`config.mk`:
```
export PLATFORM = sky130hd
export DESIGN_NAME = hdlc_fixed_tx
export DESIGN_NICKNAME = d
export VERILOG_FILES = /design/src/rtl/hdlc_tx_pkg.sv /design/src/rtl/hdlc_bit_timer.sv /design/src/rtl/hdlc_data_buf.sv /design/src/rtl/hdlc_crc32_ser.sv /design/src/rtl/hdlc_fixed_tx.sv
export SDC_FILE = /design/constraint.sdc
export NUM_CORES = 1
export LEC_CHECK = 0
export CAP_MARGIN = 20
export CORE_MARGIN = 3
export CORE_UTILIZATION = 50
export CTS_CLUSTER_DIAMETER = 40
export CTS_CLUSTER_SIZE = 16
export DETAILED_ROUTE_END_ITERATION = 8
export PLACE_DENSITY = 0.73
export SKIP_LAST_GASP = 1
export SLEW_MARGIN = 10
export SYNTH_ARGS = -nofsm -noshare
export SYNTH_HDL_FRONTEND = slang
export SYNTH_SLANG_ARGS = --single-unit
```
`constraint.sdc`:
```
create_clock -name clk -period 10.9 [get_ports clk]
set_clock_uncertainty 0.1 [all_clocks]
set_input_delay 1.09 -clock clk [delete_from_list [all_inputs] [get_ports clk]]
set_output_delay 1.09 -clock clk [all_outputs]
set_load 0.05 [all_outputs]
```
`src/rtl/hdlc_tx_pkg.sv`:
```
package hdlc_tx_pkg;

    typedef enum logic [2:0] {
        S_IDLE,
        S_ARMED,
        S_OPEN,
        S_BODY,
        S_FCS,
        S_CLOSE
    } tx_state_e;

    localparam logic [7:0]  FLAG_BYTE     = 8'h7E;
    localparam logic [31:0] CRC_POLY_REFL = 32'hEDB88320; // 0x04C11DB7 bit-reversed
    localparam logic [31:0] CRC_SEED      = 32'hFFFFFFFF;
    localparam int          HDR_BYTES     = 3;            // id hi, id lo, control
    localparam int          FCS_BYTES     = 4;
    localparam int          STUFF_RUN     = 5;

endpackage

```
`src/rtl/hdlc_bit_timer.sv`:
```
module hdlc_bit_timer #(
    parameter int DIV = 16
) (
    input  logic clk,
    input  logic rst_n,
    output logic tick
);
    localparam int CW = (DIV > 2) ? $clog2(DIV) : 1;

    logic [CW-1:0] cnt_q;

    assign tick = (cnt_q == CW'(DIV - 1));

    always_ff @(posedge clk) begin
        if (!rst_n)    cnt_q <= '0;
        else if (tick) cnt_q <= '0;
        else           cnt_q <= cnt_q + 1'b1;
    end


    tick_spacing_chk: assert property (@(posedge clk) disable iff (!rst_n)
        tick |=> !tick);

endmodule

```
`src/rtl/hdlc_data_buf.sv`:
```
module hdlc_data_buf #(
    parameter int NBYTES = 27,
    localparam int RW = $clog2(NBYTES),
    localparam int CW = $clog2(NBYTES + 1)
) (
    input  logic          clk,
    input  logic          rst_n,
    input  logic          wr_en,
    input  logic [7:0]    wr_data,
    input  logic          clear,
    input  logic [RW-1:0] rd_idx,
    output logic [7:0]    rd_data,
    output logic          empty,
    output logic          last
);
    logic [CW-1:0] cnt_q;
    logic [7:0]    slot [NBYTES];

    always_ff @(posedge clk) begin
        if (!rst_n || clear) cnt_q <= '0;
        else if (wr_en)      cnt_q <= cnt_q + 1'b1;
    end

    generate
        for (genvar g = 0; g < NBYTES; g++) begin : g_slot
            always_ff @(posedge clk) begin
                if (wr_en && (cnt_q == CW'(g))) slot[g] <= wr_data;
            end
        end
    endgenerate

    assign rd_data = (int'(rd_idx) < NBYTES) ? slot[rd_idx] : 8'h00;
    assign empty   = (cnt_q == '0);
    assign last    = (cnt_q == CW'(NBYTES - 1));


    no_overfill_chk: assert property (@(posedge clk) disable iff (!rst_n)
        wr_en |-> (int'(cnt_q) < NBYTES));


    fill_clears_chk: assert property (@(posedge clk) disable iff (!rst_n)
        (wr_en && last) |=> !wr_en);

endmodule

```
`src/rtl/hdlc_crc32_ser.sv`:
```
module hdlc_crc32_ser
    import hdlc_tx_pkg::*;
(
    input  logic        clk,
    input  logic        rst_n,
    input  logic        init,
    input  logic        en,
    input  logic        din,
    output logic [31:0] crc
);
    logic [31:0] crc_q;
    logic        fb;

    assign fb  = crc_q[0] ^ din;
    assign crc = crc_q;

    always_ff @(posedge clk) begin
        if (!rst_n || init) crc_q <= CRC_SEED;
        else if (en)        crc_q <= (crc_q >> 1) ^ (fb ? CRC_POLY_REFL : 32'h0);
    end


    crc_seeded_chk: assert property (@(posedge clk) disable iff (!rst_n)
        init |=> (crc == CRC_SEED));

endmodule

```
`src/rtl/hdlc_fixed_tx.sv`:
```
module hdlc_fixed_tx
    import hdlc_tx_pkg::*;
#(
    parameter int         PAYLOAD_BYTES = 23,
    parameter int         CHECK_BYTES   = 4,
    parameter int         CLKS_PER_BIT  = 16,
    parameter logic [7:0] CTRL_VALUE    = 8'h03
) (
    input  logic       clk,
    input  logic       rst_n,
    input  logic [7:0] frame_id,
    input  logic [7:0] sender_id,
    input  logic       in_valid,
    input  logic [7:0] in_data,
    output logic       in_ready,
    output logic       line_out,
    output logic       bit_stb
);
    localparam int DATA_BYTES = PAYLOAD_BYTES + CHECK_BYTES;
    localparam int BODY_BYTES = HDR_BYTES + DATA_BYTES;
    localparam int IW         = $clog2(BODY_BYTES);
    localparam int RW         = $clog2(DATA_BYTES);

    tx_state_e   state_q, state_d;
    logic [7:0]  sh_q, sh_d;
    logic [2:0]  left_q, left_d;
    logic [IW-1:0] idx_q, idx_d;
    logic [2:0]  ones_q, ones_d;
    logic        line_q, line_d;
    logic        stb_q;
    logic [15:0] addr_q;

    logic        tick;
    logic        acc;
    logic        buf_empty, buf_last;
    logic [7:0]  buf_rd;
    logic [RW-1:0] rd_idx;
    logic        crc_init, crc_en, crc_bit;
    logic [31:0] crc_q;

    logic          stuffing;
    logic          stuff_now;
    logic [IW-1:0] sel_idx;
    logic [7:0]    body_sel;
    logic [1:0]    fsel;
    logic [7:0]    fcs_byte;
    logic [7:0]    nb;

    // ---------------- sub-blocks ----------------
    hdlc_bit_timer #(.DIV(CLKS_PER_BIT)) u_timer (
        .clk   (clk),
        .rst_n (rst_n),
        .tick  (tick)
    );

    hdlc_data_buf #(.NBYTES(DATA_BYTES)) u_buf (
        .clk     (clk),
        .rst_n   (rst_n),
        .wr_en   (acc),
        .wr_data (in_data),
        .clear   (crc_init),
        .rd_idx  (rd_idx),
        .rd_data (buf_rd),
        .empty   (buf_empty),
        .last    (buf_last)
    );

    hdlc_crc32_ser u_crc (
        .clk   (clk),
        .rst_n (rst_n),
        .init  (crc_init),
        .en    (crc_en),
        .din   (crc_bit),
        .crc   (crc_q)
    );

    // ---------------- byte selection ----------------
    assign in_ready = (state_q == S_IDLE);
    assign acc      = in_valid && in_ready;
    assign stuffing = (state_q == S_BODY) || (state_q == S_FCS);
    assign stuff_now = stuffing && (ones_q == 3'(STUFF_RUN));

    assign sel_idx = (state_q == S_OPEN) ? '0 : idx_q + 1'b1;
    assign rd_idx  = RW'(sel_idx - IW'(HDR_BYTES));

    always_comb begin
        if (sel_idx == IW'(0))      body_sel = addr_q[15:8];
        else if (sel_idx == IW'(1)) body_sel = addr_q[7:0];
        else if (sel_idx == IW'(2)) body_sel = CTRL_VALUE;
        else                        body_sel = buf_rd;
    end

    assign fsel     = (state_q == S_FCS) ? (idx_q[1:0] + 2'd1) : 2'd0;
    assign fcs_byte = ~crc_q[{fsel, 3'b000} +: 8];

    // ---------------- next-state process ----------------
    always_comb begin
        state_d  = state_q;
        sh_d     = sh_q;
        left_d   = left_q;
        idx_d    = idx_q;
        ones_d   = ones_q;
        line_d   = line_q;
        crc_init = 1'b0;
        crc_en   = 1'b0;
        crc_bit  = 1'b0;
        nb       = FLAG_BYTE;

        if (tick) begin
            if (stuff_now) begin
                line_d = 1'b0;
                ones_d = '0;
            end else begin
                if (left_q == 3'd0) begin
                    unique case (state_q)
                        S_IDLE: begin
                            state_d = S_IDLE;
                            nb      = FLAG_BYTE;
                        end
                        S_ARMED: begin
                            state_d  = S_OPEN;
                            nb       = FLAG_BYTE;
                            crc_init = 1'b1;
                        end
                        S_OPEN: begin
                            state_d = S_BODY;
                            idx_d   = '0;
                            nb      = body_sel;
                        end
                        S_BODY: begin
                            if (idx_q == IW'(BODY_BYTES - 1)) begin
                                state_d = S_FCS;
                                idx_d   = '0;
                                nb      = fcs_byte;
                            end else begin
                                idx_d = sel_idx;
                                nb    = body_sel;
                            end
                        end
                        S_FCS: begin
                            if (idx_q == IW'(FCS_BYTES - 1)) begin
                                state_d = S_CLOSE;
                                nb      = FLAG_BYTE;
                            end else begin
                                idx_d = idx_q + 1'b1;
                                nb    = fcs_byte;
                            end
                        end
                        S_CLOSE: begin
                            state_d = S_IDLE;
                            nb      = FLAG_BYTE;
                        end
                        default: begin
                            state_d = S_IDLE;
                            nb      = FLAG_BYTE;
                        end
                    endcase
                    line_d = nb[0];
                    sh_d   = {1'b0, nb[7:1]};
                    left_d = 3'd7;
                end else begin
                    line_d = sh_q[0];
                    sh_d   = {1'b0, sh_q[7:1]};
                    left_d = left_q - 1'b1;
                end

                if ((state_d == S_BODY) || (state_d == S_FCS))
                    ones_d = line_d ? (ones_q + 1'b1) : 3'd0;
                else
                    ones_d = '0;

                crc_en  = (state_d == S_BODY);
                crc_bit = line_d;
            end
        end

        if ((state_q == S_IDLE) && acc && buf_last)
            state_d = S_ARMED;
    end

    // ---------------- state register ----------------
    always_ff @(posedge clk) begin
        if (!rst_n) begin
            state_q <= S_IDLE;
            sh_q    <= '0;
            left_q  <= '0;
            idx_q   <= '0;
            ones_q  <= '0;
        end else begin
            state_q <= state_d;
            sh_q    <= sh_d;
            left_q  <= left_d;
            idx_q   <= idx_d;
            ones_q  <= ones_d;
        end
    end

    // ---------------- output / capture register ----------------
    always_ff @(posedge clk) begin
        if (!rst_n) begin
            line_q <= 1'b1;
            stb_q  <= 1'b0;
            addr_q <= '0;
        end else begin
            line_q <= line_d;
            stb_q  <= tick;
            if (acc && buf_empty) addr_q <= {frame_id, sender_id};
        end
    end

    assign line_out = line_q;
    assign bit_stb  = stb_q;

    // ---------------- assertions ----------------

    line_hold_chk: assert property (@(posedge clk) disable iff (!rst_n)
        !bit_stb |-> $stable(line_out));


    run_limit_chk: assert property (@(posedge clk) disable iff (!rst_n)
        ones_q <= 3'(STUFF_RUN));


    stuff_zero_chk: assert property (@(posedge clk) disable iff (!rst_n)
        (tick && stuff_now) |=> !line_out);


    ready_return_chk: assert property (@(posedge clk) disable iff (!rst_n)
        $rose(in_ready) |-> $past(state_q == S_CLOSE));


    fcs_entry_chk: assert property (@(posedge clk) disable iff (!rst_n)
        $rose(state_q == S_FCS) |-> $past(state_q == S_BODY));


    crc_frozen_chk: assert property (@(posedge clk) disable iff (!rst_n)
        (state_q == S_FCS) |-> !crc_en);


    addr_hold_chk: assert property (@(posedge clk) disable iff (!rst_n)
        (state_q != S_IDLE) |=> $stable(addr_q));


    busy_ignore_chk: assert property (@(posedge clk) disable iff (!rst_n)
        (in_valid && !in_ready) |=> (state_q != S_IDLE) || $past(state_q == S_CLOSE));

endmodule

```
==> flow_summary.yaml <==
worst_setup_path:
  worstReg2RegEnd: "u_crc.crc[15]"
  reg2reg_from: "state_q[1]"
  worstSetupPathType: "reg2reg"
  startpoint_type: "flop"
  cp_data_arrival_time_ns: 5.52
  required_ns: 11.17
  r2r_cells: 13
  reg2reg_slack_ns: 5.65
  crit_fanout: 49
  crit_path_end_kind: "flop"
logic_synthesis:
  synth_top_area_share_pct: 50.2
  synthArstFlopShare_pct: 0
  syn_inst: 991
  yosysTopAreaCell: "edfxtp_1"
  synth.area.mux_share_pct: 10.5
  synthFlopType: "edfxtp_1"
  synth.distinct_cells: 73
  netlist_area_mm2: 0.0129
  synth_nets: 1032
  synth_top_family_by_area: "simple AND/OR/NAND/NOR gates"
  yosys_warnings: 0
  synth_compound_area_share_pct: 9.12
  synth-seq-cells: 296
  synthAdderAreaFrac_pct: 1.36
  avgSynthCellArea_um2: 13.0
  synth_xor_area_share_pct: 2.51
  synth_edf_count: 216
  synth_simple_gate_area_share_pct: 10.9
  yosysSeqAreaShare_pct: 62.6
  synth_area_leaders: "edfxtp_1, dfxtp_1, mux4_2, nand2_1, a21oi_1"
detailed_routing:
  ant_nets: 0
  wl_um: 28400
  dr.pass1.iters: 5
  wl_per_cell_um: 20.6
  m1WireLength_um: 12200
  route.met3.wl_um: 1790
  vias: 8209
  drt-initial-drc-count: 873
  dr_wl_met2_um: 13700
  vias_per_cell: 5.94
  top_layer_used: "met4"
  drcViolationCount: 0
placement:
  dp_slack_ns: 5.70
  dp.final_hpwl_um: 18100
  gp_congestion: 0.873
  io_buffer_count: 29
floorplanning:
  dieArea_mm2: 0.0278
  die_h_um: 167
  rows: 58
  core_mm2: 0.0253
  die_w_um: 167
  boundaryPins: 30
  start_util_pct: 51.1
layout:
  mostFrequentLayoutCells: "edfxtp_1, nand2_1, dfxtp_1"
  num-nets-final: 1069
  diodes: 0
  area_delta_synth_final_pct: 14.1
  fin_util_pct: 58.3
  layout_commonest_cell: "edfxtp_1"
  drive_above_1_share_pct: 15.3
global_routing:
  grt_pass1_vias: 7921
  grt_max_degree: 50
  grt_first_pass_wirelength_um: 44500
  grt_overflow: 0
  grt_usage_pct: 20.2
  antenna_found_initial: 0
min_path:
  min_to: "addr_q[10]"
  min_path_type: "reg2reg"
  min-delay-start: "addr_q[10]"
  hold_depth: 2
clock_network:
  clkSlewWorstSetupHoldPaths_ns: 0.05
  cts_setup_buffers: 0
  cts_buffers: 34
  cts.sinks: 296
  htreeDepth: 2
  cts_resized: 0
  clk_latency_ns: 0.52
  clock-root-buffer: "clkbuf_16"
  cts_buffer_depth: 3
  cts_tree: "done"
  ctsHoldBuffers: 0
power:
  power_density_mw_per_mm2: 167
  leakagePower_uw: 0.00514
  vdd_drop_max_uv: 161
sta:
  max-slew-margin-rel_pct: 25.7
  rsz0062_at_grt: "false"
  fin_crit_sh_pct: 48.1
  hold_slack_ns: 0.355
  drv_slew: 0
  max_freq_ghz: 0.191
  setup-violations-final: 0
  post-route-min-period_ns: 5.25
  layout_setup_ws_ns: 5.65
  tightest_slew_ns: 1.11
  hold_violations: 0
  tns_ns: 0
job:
  max_cap_viol_count: 0
status:
  status: "complete, no violations"
==> metal layers <==
metal  vias up  global-route usage (%)
met5         -                       0
met4         0                    5.85
met3        59                    3.35
met2       277                    32.7
met1      4068                    28.5
li1       3805                       -
==> state kept, by name (all words and copies together), names as in the netlist <==
signal and count:
bit_stb 1, left_q 3, line_out 1, u_timer.cnt_q 4, sh_q 7, state_q 3, addr_q 16, u_buf.slot 216
ones_q 3, u_crc.crc 32, u_buf.cnt_q 5, idx_q 5
==> worst max-delay path by stage <==
stage                     from       endpoint  slack [ns]  cells after the start
global route        state_q[1]  u_crc.crc[27]        5.31                     13
floorplan             idx_q[1]        sh_q[3]        7.00                     16
global placement    state_q[1]   u_crc.crc[9]        5.82                     13
detailed placement  state_q[1]   u_crc.crc[5]        5.70                     13
finish              state_q[1]  u_crc.crc[15]        5.65                     13
CTS                 state_q[1]   u_crc.crc[5]        5.66                     13
==> where the power goes <==
group | leakage [uW] | total, uW | internal [uW] | switching [uW]
Clock | 0.000554 | 1160 | 713 | 449
Combinational | 0.00199 | 63.2 | 20.9 | 42.3
Sequential | 0.00260 | 1230 | 1220 | 6.91
==> per-stage QoR <==
stage | instance area, um^2 | std cells | power, uW
floorplan | 12900 | 991 | 1280
global placement | 13500 | 1315 | 1310
detailed placement | 13500 | 1316 | 1310
CTS | 14700 | 1376 | 2470
global route | 14700 | 1382 | 2520
finish | 14700 | 1382 | 2450
==> cell families after synthesis <==
group | count (synthesis)
xor gates and xnor gates | 37
adders and majority gates | 14
DFF | 296
muxes | 74
AOI/OAI and AO/OA | 189
buffers and inverters | 80
and+or+nand+nor | 301
==> area by class of cell <==
| type | instances | area (um^2) |
|---|---|---|
| inverters | 19 | 73.8 |
| clock inverters | 20 | 268 |
| clock buffers | 40 | 893 |
| flip-flops and latches | 296 | 8090 |
| fillers | 1951 | 10500 |
| well taps | 330 | 413 |
| repair buffers | 62 | 556 |
| multi-input cells | 615 | 4440 |
==> cells in the mapped netlist, types with 7 or more instances <==
| cell type | number |
|---|---|
| dfxtp_1 | 80 |
| mux2i_1 | 21 |
| o22ai_1 | 10 |
| inv_1 | 16 |
| nand2_1 | 145 |
| o21ai_1 | 10 |
| o21ai_0 | 41 |
| xor2_1 | 8 |
| edfxtp_1 | 216 |
| ha_1 | 14 |
| a211oi_1 | 7 |
| nand3_1 | 38 |
| xnor2_1 | 29 |
| nor4_1 | 9 |
| mux4_2 | 48 |
| and2_1 | 9 |
| clkbuf_1 | 35 |
| a21oi_1 | 65 |
| nor2_1 | 38 |
| nor3_1 | 19 |
| a31oi_1 | 7 |
| nand2b_1 | 8 |
| buf_2 | 11 |
==> worst max-delay path, cell delays in order (launching register included) <==
cell      delay (ns)
dfxtp_1         0.49
nor3b_4         0.77
nor2_8          0.25
inv_4           0.27
ha_1            0.46
inv_2           0.11
buf_4           0.57
mux4_2          0.41
mux2i_1         0.15
nand3_1         0.11
a41oi_2         0.37
nand2b_1        0.73
xnor2_1         0.19
o21ai_0         0.09
No activity file was read; power rests on OpenSTA's default activity.
